**config.mk**
```make
export PLATFORM = sky130hd
export DESIGN_NAME = serial_rx_ack
export DESIGN_NICKNAME = d
export VERILOG_FILES = /design/src/rtl/serial_rx_pkg.sv /design/src/rtl/rx_sync.sv /design/src/rtl/rx_framer.sv /design/src/rtl/rx_status.sv /design/src/rtl/serial_rx_ack.sv
export SDC_FILE = /design/constraint.sdc
export NUM_CORES = 1
export LEC_CHECK = 0
export CAP_MARGIN = 20
export CORE_MARGIN = 4
export CORE_UTILIZATION = 53
export DETAILED_ROUTE_END_ITERATION = 16
export HOLD_SLACK_MARGIN = 0.12
export PLACE_DENSITY = 0.79
export SETUP_SLACK_MARGIN = 0.1
export SYNTH_ARGS = -nofsm -noshare
export SYNTH_HDL_FRONTEND = slang
export SYNTH_SLANG_ARGS = --single-unit
```
**constraint.sdc**
```tcl
create_clock -name clk -period 1.85 [get_ports clk]
set_input_delay 0.37 -clock clk [delete_from_list [all_inputs] [get_ports clk]]
set_output_delay 0.37 -clock clk [all_outputs]
set_load 0.05 [all_outputs]
```
**src/rtl/serial_rx_pkg.sv**
```systemverilog
package serial_rx_pkg;

  localparam int unsigned RX_MAXW = 16;

  typedef enum logic [2:0] {
    ST_IDLE  = 3'd0,
    ST_START = 3'd1,
    ST_DATA  = 3'd2,
    ST_PAR   = 3'd3,
    ST_STOP  = 3'd4
  } rx_state_t;

  // 1 when data ones plus the parity bit do not match the selected sense
  function automatic logic parity_bad(input logic [RX_MAXW-1:0] d,
                                      input logic pbit,
                                      input logic odd);
    return (^d) ^ pbit ^ odd;
  endfunction

  // tick count at which a bit is sampled, measured from the bit's start
  function automatic int unsigned mid_count(input int unsigned ovs);
    return (ovs / 2) - 1;
  endfunction

endpackage

```
**src/rtl/rx_sync.sv**
```systemverilog
module rx_sync #(
  parameter int unsigned STAGES = 2
) (
  input  logic clk,
  input  logic rst_n,
  input  logic din,
  output logic dout
);
  logic [STAGES-1:0] q;

  generate
    if (STAGES == 1) begin : g_one
      always_ff @(posedge clk) begin
        if (!rst_n) q <= '1;
        else        q <= din;
      end
    end else begin : g_many
      always_ff @(posedge clk) begin
        if (!rst_n) q <= '1;
        else        q <= {q[STAGES-2:0], din};
      end
    end
  endgenerate

  assign dout = q[STAGES-1];
endmodule

```
**src/rtl/rx_framer.sv**
```systemverilog
module rx_framer
  import serial_rx_pkg::*;
#(
  parameter int unsigned OVS = 16,
  parameter int unsigned DW  = 8
) (
  input  logic          clk,
  input  logic          rst_n,
  input  logic          en,
  input  logic          tick,
  input  logic          sin,
  input  logic          par_en,
  output logic          frame_done,
  output logic [DW-1:0] frame_data,
  output logic          frame_pbit,
  output logic          frame_stop_ok
);
  localparam int unsigned CW = (OVS > 1) ? $clog2(OVS) : 1;
  localparam int unsigned BW = (DW > 1) ? $clog2(DW) : 1;
  localparam logic [CW-1:0] CNT_LAST = CW'(OVS - 1);
  localparam logic [CW-1:0] CNT_MID  = CW'(mid_count(OVS));
  localparam logic [BW-1:0] BIT_LAST = BW'(DW - 1);

  rx_state_t     state;
  logic [CW-1:0] cnt;
  logic [BW-1:0] bitn;
  logic [DW-1:0] shreg;
  logic          sin_d;
  logic          pbit_q;
  logic          stop_q;
  logic          done_q;

  logic fall_seen;
  logic bit_due;
  logic start_due;

  assign fall_seen = sin_d && !sin;
  assign bit_due   = tick && (cnt == CNT_LAST);
  assign start_due = tick && (cnt == CNT_MID);

  always_ff @(posedge clk) begin
    if (!rst_n) begin
      state  <= ST_IDLE;
      cnt    <= '0;
      bitn   <= '0;
      shreg  <= '0;
      sin_d  <= 1'b1;
      pbit_q <= 1'b0;
      stop_q <= 1'b1;
      done_q <= 1'b0;
    end else begin
      sin_d  <= sin;
      done_q <= 1'b0;
      if (!en) begin
        state <= ST_IDLE;
        cnt   <= '0;
      end else begin
        case (state)
          ST_IDLE: begin
            cnt <= '0;
            if (fall_seen) state <= ST_START;
          end
          ST_START: begin
            if (start_due) begin
              cnt <= '0;
              if (!sin) begin
                state <= ST_DATA;
                bitn  <= '0;
              end else begin
                state <= ST_IDLE;
              end
            end else if (tick) begin
              cnt <= cnt + 1'b1;
            end
          end
          ST_DATA: begin
            if (bit_due) begin
              cnt   <= '0;
              shreg <= {sin, shreg[DW-1:1]};
              if (bitn == BIT_LAST) state <= par_en ? ST_PAR : ST_STOP;
              else                  bitn  <= bitn + 1'b1;
            end else if (tick) begin
              cnt <= cnt + 1'b1;
            end
          end
          ST_PAR: begin
            if (bit_due) begin
              cnt    <= '0;
              pbit_q <= sin;
              state  <= ST_STOP;
            end else if (tick) begin
              cnt <= cnt + 1'b1;
            end
          end
          ST_STOP: begin
            if (bit_due) begin
              cnt    <= '0;
              stop_q <= sin;
              done_q <= 1'b1;
              state  <= ST_IDLE;
            end else if (tick) begin
              cnt <= cnt + 1'b1;
            end
          end
          default: state <= ST_IDLE;
        endcase
      end
    end
  end

  assign frame_done    = done_q;
  assign frame_data    = shreg;
  assign frame_pbit    = pbit_q;
  assign frame_stop_ok = stop_q;
endmodule

```
**src/rtl/rx_status.sv**
```systemverilog
module rx_status
  import serial_rx_pkg::*;
#(
  parameter int unsigned DW = 8
) (
  input  logic          clk,
  input  logic          rst_n,
  input  logic          en,
  input  logic          frame_done,
  input  logic [DW-1:0] frame_data,
  input  logic          frame_pbit,
  input  logic          frame_stop_ok,
  input  logic          par_en,
  input  logic          par_odd,
  input  logic          ack,
  input  logic          clr_rc,
  input  logic          clr_err,
  output logic [DW-1:0] rx_data,
  output logic          err_par,
  output logic          err_ovr,
  output logic          err_frm,
  output logic          flag_rc,
  output logic          flag_err,
  output logic          buf_full
);
  logic buf_free;
  logic evt_load;
  logic evt_ovr;
  logic evt_perr;
  logic evt_ferr;
  logic evt_any_err;

  assign buf_free    = !buf_full || ack;
  assign evt_load    = frame_done && buf_free;
  assign evt_ovr     = frame_done && !buf_free;
  assign evt_perr    = evt_load && par_en &&
                       parity_bad(RX_MAXW'(frame_data), frame_pbit, par_odd);
  assign evt_ferr    = frame_done && !frame_stop_ok;
  assign evt_any_err = evt_ovr || evt_perr || evt_ferr;

  always_ff @(posedge clk) begin
    if (!rst_n) begin
      rx_data  <= '0;
      buf_full <= 1'b0;
      err_par  <= 1'b0;
      err_ovr  <= 1'b0;
      err_frm  <= 1'b0;
      flag_rc  <= 1'b0;
      flag_err <= 1'b0;
    end else begin
      if (evt_load) rx_data <= frame_data;

      if (evt_load) buf_full <= 1'b1;
      else if (ack) buf_full <= 1'b0;

      if (!en) begin
        err_par <= 1'b0;
        err_ovr <= 1'b0;
        err_frm <= 1'b0;
      end else begin
        if (evt_perr) err_par <= 1'b1;
        if (evt_ovr)  err_ovr <= 1'b1;
        if (evt_ferr) err_frm <= 1'b1;
      end

      if (evt_load)    flag_rc <= 1'b1;
      else if (clr_rc) flag_rc <= 1'b0;

      if (evt_any_err)  flag_err <= 1'b1;
      else if (clr_err) flag_err <= 1'b0;
    end
  end
endmodule

```
**src/rtl/serial_rx_ack.sv**
```systemverilog
module serial_rx_ack #(
  parameter int unsigned OVS       = 16,
  parameter int unsigned DATA_W    = 8,
  parameter int unsigned SYNC_STGS = 2
) (
  input  logic              clk,
  input  logic              rst_n,
  input  logic              bit_tick,
  input  logic              rxd,
  input  logic              rx_en,
  input  logic              par_en,
  input  logic              par_odd,
  input  logic              rx_ack,
  input  logic              clr_rc,
  input  logic              clr_err,
  input  logic              mask_rc,
  input  logic              mask_err,
  output logic [DATA_W-1:0] rx_data,
  output logic              err_par,
  output logic              err_ovr,
  output logic              err_frm,
  output logic              flag_rc,
  output logic              flag_err,
  output logic              irq_rc,
  output logic              irq_err
);
  logic              sin_sync;
  logic              frame_done;
  logic [DATA_W-1:0] frame_data;
  logic              frame_pbit;
  logic              frame_stop_ok;
  logic              buf_full;

  rx_sync #(.STAGES(SYNC_STGS)) u_sync (
    .clk  (clk),
    .rst_n(rst_n),
    .din  (rxd),
    .dout (sin_sync)
  );

  rx_framer #(.OVS(OVS), .DW(DATA_W)) u_framer (
    .clk          (clk),
    .rst_n        (rst_n),
    .en           (rx_en),
    .tick         (bit_tick),
    .sin          (sin_sync),
    .par_en       (par_en),
    .frame_done   (frame_done),
    .frame_data   (frame_data),
    .frame_pbit   (frame_pbit),
    .frame_stop_ok(frame_stop_ok)
  );

  rx_status #(.DW(DATA_W)) u_status (
    .clk          (clk),
    .rst_n        (rst_n),
    .en           (rx_en),
    .frame_done   (frame_done),
    .frame_data   (frame_data),
    .frame_pbit   (frame_pbit),
    .frame_stop_ok(frame_stop_ok),
    .par_en       (par_en),
    .par_odd      (par_odd),
    .ack          (rx_ack),
    .clr_rc       (clr_rc),
    .clr_err      (clr_err),
    .rx_data      (rx_data),
    .err_par      (err_par),
    .err_ovr      (err_ovr),
    .err_frm      (err_frm),
    .flag_rc      (flag_rc),
    .flag_err     (flag_err),
    .buf_full     (buf_full)
  );

  assign irq_rc  = flag_rc && mask_rc;
  assign irq_err = flag_err && mask_err;
endmodule

```
Word level (Yosys, flattened, before mapping) --
Index checks and enable logic that the tools add are counted.
Word-level totals: flip-flop bits (word level) 38, logic and storage cells 92, output and inout port bits 15, input port bits 12
Operators by class: bitwise logic cells 2, reductions and logical operators 32, eq/ne operators 15, add/sub/neg operators 2, multiplexer cells 25
Operators by type and width (number):
- 3-bit two-way mux | 11
- 16-bit parity | 1
- 3-bit case mux with 5 select lines | 1
- 4-bit two-way mux | 3
- 2-bit by 1-bit inequality test with 1-bit output (second input constant) | 6
- 4-bit case mux with 3 select lines | 1
- 3-bit AND reduction | 4
- 6-bit AND reduction | 2
- 1-bit logical AND | 10
- 2-bit nonzero test | 4
- 1-bit two-way mux | 7
- 3-bit by 2-bit == test with 1-bit output (second input constant) | 2
- 3-bit == test (second input constant) | 2
- 3-bit case mux with 2 select lines | 1
- 4-bit by 1-bit adder with 4-bit output (second input constant) | 1
- 4-bit by 3-bit == test with 1-bit output (second input constant) | 1
- 4-bit == test (second input constant) | 1
- 1-bit zero test | 4
- 2-bit inequality test (second input constant) | 2
- 3-bit by 1-bit adder with 3-bit output (second input constant) | 1
- 3-bit by 1-bit == test with 1-bit output (second input constant) | 1
- 3-bit zero test | 1
- 1-bit logical OR | 3
- 3-bit nonzero test | 1
- other kinds (4) | 5

Logic depth before layout (Yosys ltp) --
depth after elaboration 8, mapped depth 7, depth with buffers taken out 7

Hierarchy --
Synthesis repeated with hierarchy kept, for this count alone.
Second synthesis, totals: cells, all modules 208, area total of the unflattened synthesis 1896.8 um2
Modules (own cells, without submodules):
- rx_framer | cells each 129, instances 1, area an instance 1153.6 um2
- rx_status | cells each 73, instances 1, area an instance 678.2 um2
- rx_sync | cells each 4, instances 1, area an instance 52.6 um2
- serial_rx_ack | cells each 2, instances 1, area an instance 12.5 um2

Worst setup path before layout --
OpenSTA, ideal clock, no wires.
path kind reg-to-reg, start register u_framer.bitn[0], end register u_framer.bitn[0], setup time 116 ps, data required time 1734 ps, period minus slack after synthesis 1656 ps, path slack 194 ps, data arrival time 1540 ps, cell stages (with the launch flop) 8, path through dfxtp_1 ha_1 ha_1 nor3b_1 o21ai_0 a311oi_2 mux2i_1 nor2b_1
On the way: cells in the longest elaborated chain, start to end 4
Ends and longest elaborated chain:
- start, declared | RTL line rx_framer.sv:26 | logic [BW-1:0] bitn;
- start signal, assigned | RTL line rx_framer.sv:81 | else bitn <= bitn + 1'b1;
- 3-bit by 1-bit adder with 3-bit output | RTL line rx_framer.sv:81
- 3-bit two-way mux | RTL line rx_framer.sv:80 | if (bitn == BIT_LAST) state <= par_en ? ST_PAR : ST_STOP;
- 3-bit two-way mux | RTL line rx_framer.sv:77 | if (bit_due) begin
- 3-bit case mux with 2 select lines | RTL line rx_framer.sv:58 | case (state)
Parallel ways exist; a longest one is shown, timed or not. The select of a mux whose other input is x is not followed. A chain may end at the register's enable or synchronous reset.

Final worst setup path --
Ends and elaborated chain as after synthesis.

==> impl_metrics.json <==
{
  "ys_async_sr_fraction_pct": 0,
  "setup.worst_path.class": "reg -> reg",
  "routabilityCongestion": 0.877,
  "whs_endpoint": "u_sync.q[1]$_SDFF_PN1_",
  "vdd_drop_max_mv": 0.456,
  "wl_per_cell_um": 13.7,
  "startpoint_type": "flop",
  "hold_depth": 1,
  "dpl.hpwl_mm": 2.70,
  "power.leakage_nw": 0.870,
  "dieWidth_um": 65.4,
  "cts_buffers": 5,
  "rsz0062_at_grt": "true",
  "fin_nets": 237,
  "max_clock_freq_ghz": 0.580,
  "syn-num-nets": 203,
  "ys_seq_area_share_pct": 43.5,
  "clock_latency_ps": 340,
  "clock_skew_ps": 12.1,
  "hold_viol": 0,
  "r2r_slack_ps": 130,
  "r2r-end": "u_framer.bitn[0]$_SDFFE_PN0P_",
  "antenna_found_initial": 0,
  "rows": 20,
  "endpoint_kind": "flop",
  "grt_overflow": 0,
  "n_antenna_cell": 0,
  "drc": 0,
  "routed_wirelength_mm": 3.63,
  "total_power_mw": 1.28,
  "drtIter0Drc": 56,
  "post-route-min-period_ps": 1720,
  "worstReg2RegStart": "u_framer.bitn[0]$_SDFFE_PN0P_",
  "hp-start": "u_sync.q[0]$_SDFF_PN1_",
  "cts_max_level": 2,
  "portBuffers": 26,
  "dr_total_vias": 1432,
  "grt_max_degree": 25,
  "holdBufCountCts": 0,
  "cts_tree": "yes",
  "p_per_area_nw_per_um2": 593,
  "slew_headroom_pct": 68.0,
  "period_share_pct": 93.2,
  "die_h_um": 65.4,
  "outcome": "finished clean",
  "slew_viol_final": 0,
  "synth_ff_type": "dfxtp_1",
  "arrival_ps": 1960,
  "synth_edf_count": 0,
  "cts.sinks": 38,
  "coreArea_um2": 3100,
  "stdcell_count": 266,
  "initial_utilization_pct": 56.3,
  "syn_area_um2": 1750,
  "die_area_um2": 4280,
  "ys_warn_count": 0,
  "synth-seq-cells": 38,
  "grt_pass1_vias": 1340,
  "syn_avg_cell_area_um2": 9.30,
  "root_buffer": "clkbuf_4",
  "clk_pin_slew_ps": 110,
  "ys_types": 37,
  "drive_gt1_share_pct": 19.8,
  "vias_per_cell": 5.38,
  "antenna_left": 0,
  "setup_tns_ps": 0,
  "tightest_slew_ps": 476,
  "track_usage_pct": 18.0,
  "crit_fanout": 5,
  "syn_inst": 188,
  "ios": 27,
  "setup_viol": 0,
  "max-cap-violations": 0,
  "dp.cells": 257,
  "syn_to_final_growth_pct": 23.8,
  "first_pass_iters": 4,
  "grt_pass1_wl_mm": 5.95,
  "hold_path.class": "reg -> reg",
  "cp.required_ps": 2090,
  "reg2reg_depth": 8,
  "clockBufferDepth": 2
}
through the flow:
stage / hold slack (ps) / setup WS [ps] / util (%) / area (µm²)
floorplan: 386 / 194 / - / 1750
global placement: 395 / -138 / 66.6 / 2070
finish: 426 / 126 / 69.8 / 2160
global route: 448 / -7.95 / 69.8 / 2160
CTS: 432 / 70.2 / 68.3 / 2120
detailed placement: 411 / -273 / 66.6 / 2070
cell type report:
cell class	count	area, µm²
flip-flops and latches	38	766
repair buffers	36	324
fillers	270	938
clock buffers	7	45.0
inverters	4	15.0
multi-input cells	137	960
well taps	44	55.1
Yosys cell counts, types with 2 or more instances:
library cell,n,area share (%)
nand2_1,15,3.2
o21a_1,3,1.3
ha_1,3,2.1
clkbuf_1,5,1.1
and3_1,2,0.72
mux2i_1,13,7.4
a21boi_0,13,5.6
nand4_1,3,1.1
nand2b_1,7,2.5
a21oi_1,4,1.1
o21ai_0,4,1.1
xnor2_1,7,3.5
and2_1,2,0.72
nand3_1,14,4.0
nor2b_1,14,5.0
nor2_1,13,2.8
buf_2,2,0.57
dfxtp_1,38,44
xor2_1,3,1.5
inv_1,4,0.86
nor3_1,3,0.86
critical path, cell delays in order (launching register included):
cell and delay [ps]:
dfxtp_2 340, ha_1 220, ha_4 180, nor3b_2 200, o21ai_2 90, a311oi_2 180, buf_4 170, mux2i_1 180
nor2b_1 80
flip-flops by register name (all words and copies together) (netlist names):
signal                  count
u_framer.frame_data         8
u_status.rx_data            8
u_framer.cnt                4
u_framer.bitn               3
u_framer.state              3
u_sync.q                    2
u_framer.frame_done         1
u_framer.frame_pbit         1
u_framer.frame_stop_ok      1
u_framer.sin_d              1
u_status.buf_full           1
u_status.err_frm            1
u_status.err_ovr            1
u_status.err_par            1
u_status.flag_err           1
u_status.flag_rc            1
cell usage in the layout (no fill, tap or decap), types with 2 or more instances in the layout:
master / Yosys / layout
a21boi_0: 13 / 11
a21boi_1: 0 / 2
a21oi_1: 4 / 4
and2_1: 2 / 2
buf_12: 0 / 2
buf_4: 1 / 22
clkbuf_1: 5 / 2
clkbuf_4: 0 / 5
clkdlybuf4s50_1: 0 / 11
dfxtp_1: 38 / 34
dfxtp_2: 0 / 4
ha_1: 3 / 2
inv_1: 4 / 4
mux2i_1: 13 / 13
nand2_1: 15 / 15
nand2b_1: 7 / 7
nand3_1: 14 / 14
nand4_1: 3 / 3
nor2_1: 13 / 13
nor2b_1: 14 / 14
nor3_1: 3 / 3
nor3b_2: 1 / 2
o21a_1: 3 / 3
o21ai_0: 4 / 3
xnor2_1: 7 / 7
xor2_1: 3 / 3
worst max-delay path by stage:
| stage | start | endpoint | slack, ps | depth (start not counted) |
|---|---|---|---|---|
| final | u_framer.bitn[0]$_SDFFE_PN0P_ | u_framer.bitn[0]$_SDFFE_PN0P_ | 130 | 8 |
| after detailed placement | bit_tick | u_framer.bitn[0]$_SDFFE_PN0P_ | -270 | 6 |
| after global placement | bit_tick | u_framer.bitn[0]$_SDFFE_PN0P_ | -140 | 6 |
| after floorplan | u_framer.bitn[0]$_SDFFE_PN0P_ | u_framer.bitn[0]$_SDFFE_PN0P_ | 190 | 7 |
| after global routing | u_framer.bitn[0]$_SDFFE_PN0P_ | u_framer.bitn[0]$_SDFFE_PN0P_ | -8 | 8 |
| after CTS | u_framer.bitn[0]$_SDFFE_PN0P_ | u_framer.bitn[0]$_SDFFE_PN0P_ | 70 | 8 |
where the power goes:
group / total, mW / switching [mW] / internal [mW]
Clock: 0.389 / 0.245 / 0.143
Sequential: 0.825 / 0.00402 / 0.821
Combinational: 0.0711 / 0.0288 / 0.0423
Total: 1.28 / 0.278 / 1.01
cells by family (layout without fill, tap and decap cells):
logic type | after synthesis | count (layout) | synth area share, %
AND/OR/NAND/NOR | 78 | 78 | 23.3
multiplexers | 13 | 13 | 7.44
adder cells (fa/ha/maj) | 3 | 3 | 2.15
flip-flops | 38 | 38 | 43.5
XOR/XNOR | 11 | 11 | 6.30
buffers and inverters | 13 | 47 | 3.58
AO/OA/AOI/OAI | 32 | 32 | 13.7
metal layers:
metal  share of wire, %  GRT usage, %  wire [µm]  vias up
met5                  0             0          0        -
met4                1.2          6.22         43        0
met3                7.4          5.13        268        6
met2                 50          30.2       1800       45
met1                 42          22.0       1520      666
li1                   -             -          -      715
timing repair:
action / 4_1_cts / 5_1_grt
resized for setup: 3 / 12
pin swaps: 1 / 2
buffers inserted: 1 / 1
setup endpoints to repair: 4 / 19
(Power assumes the default switching activity.)
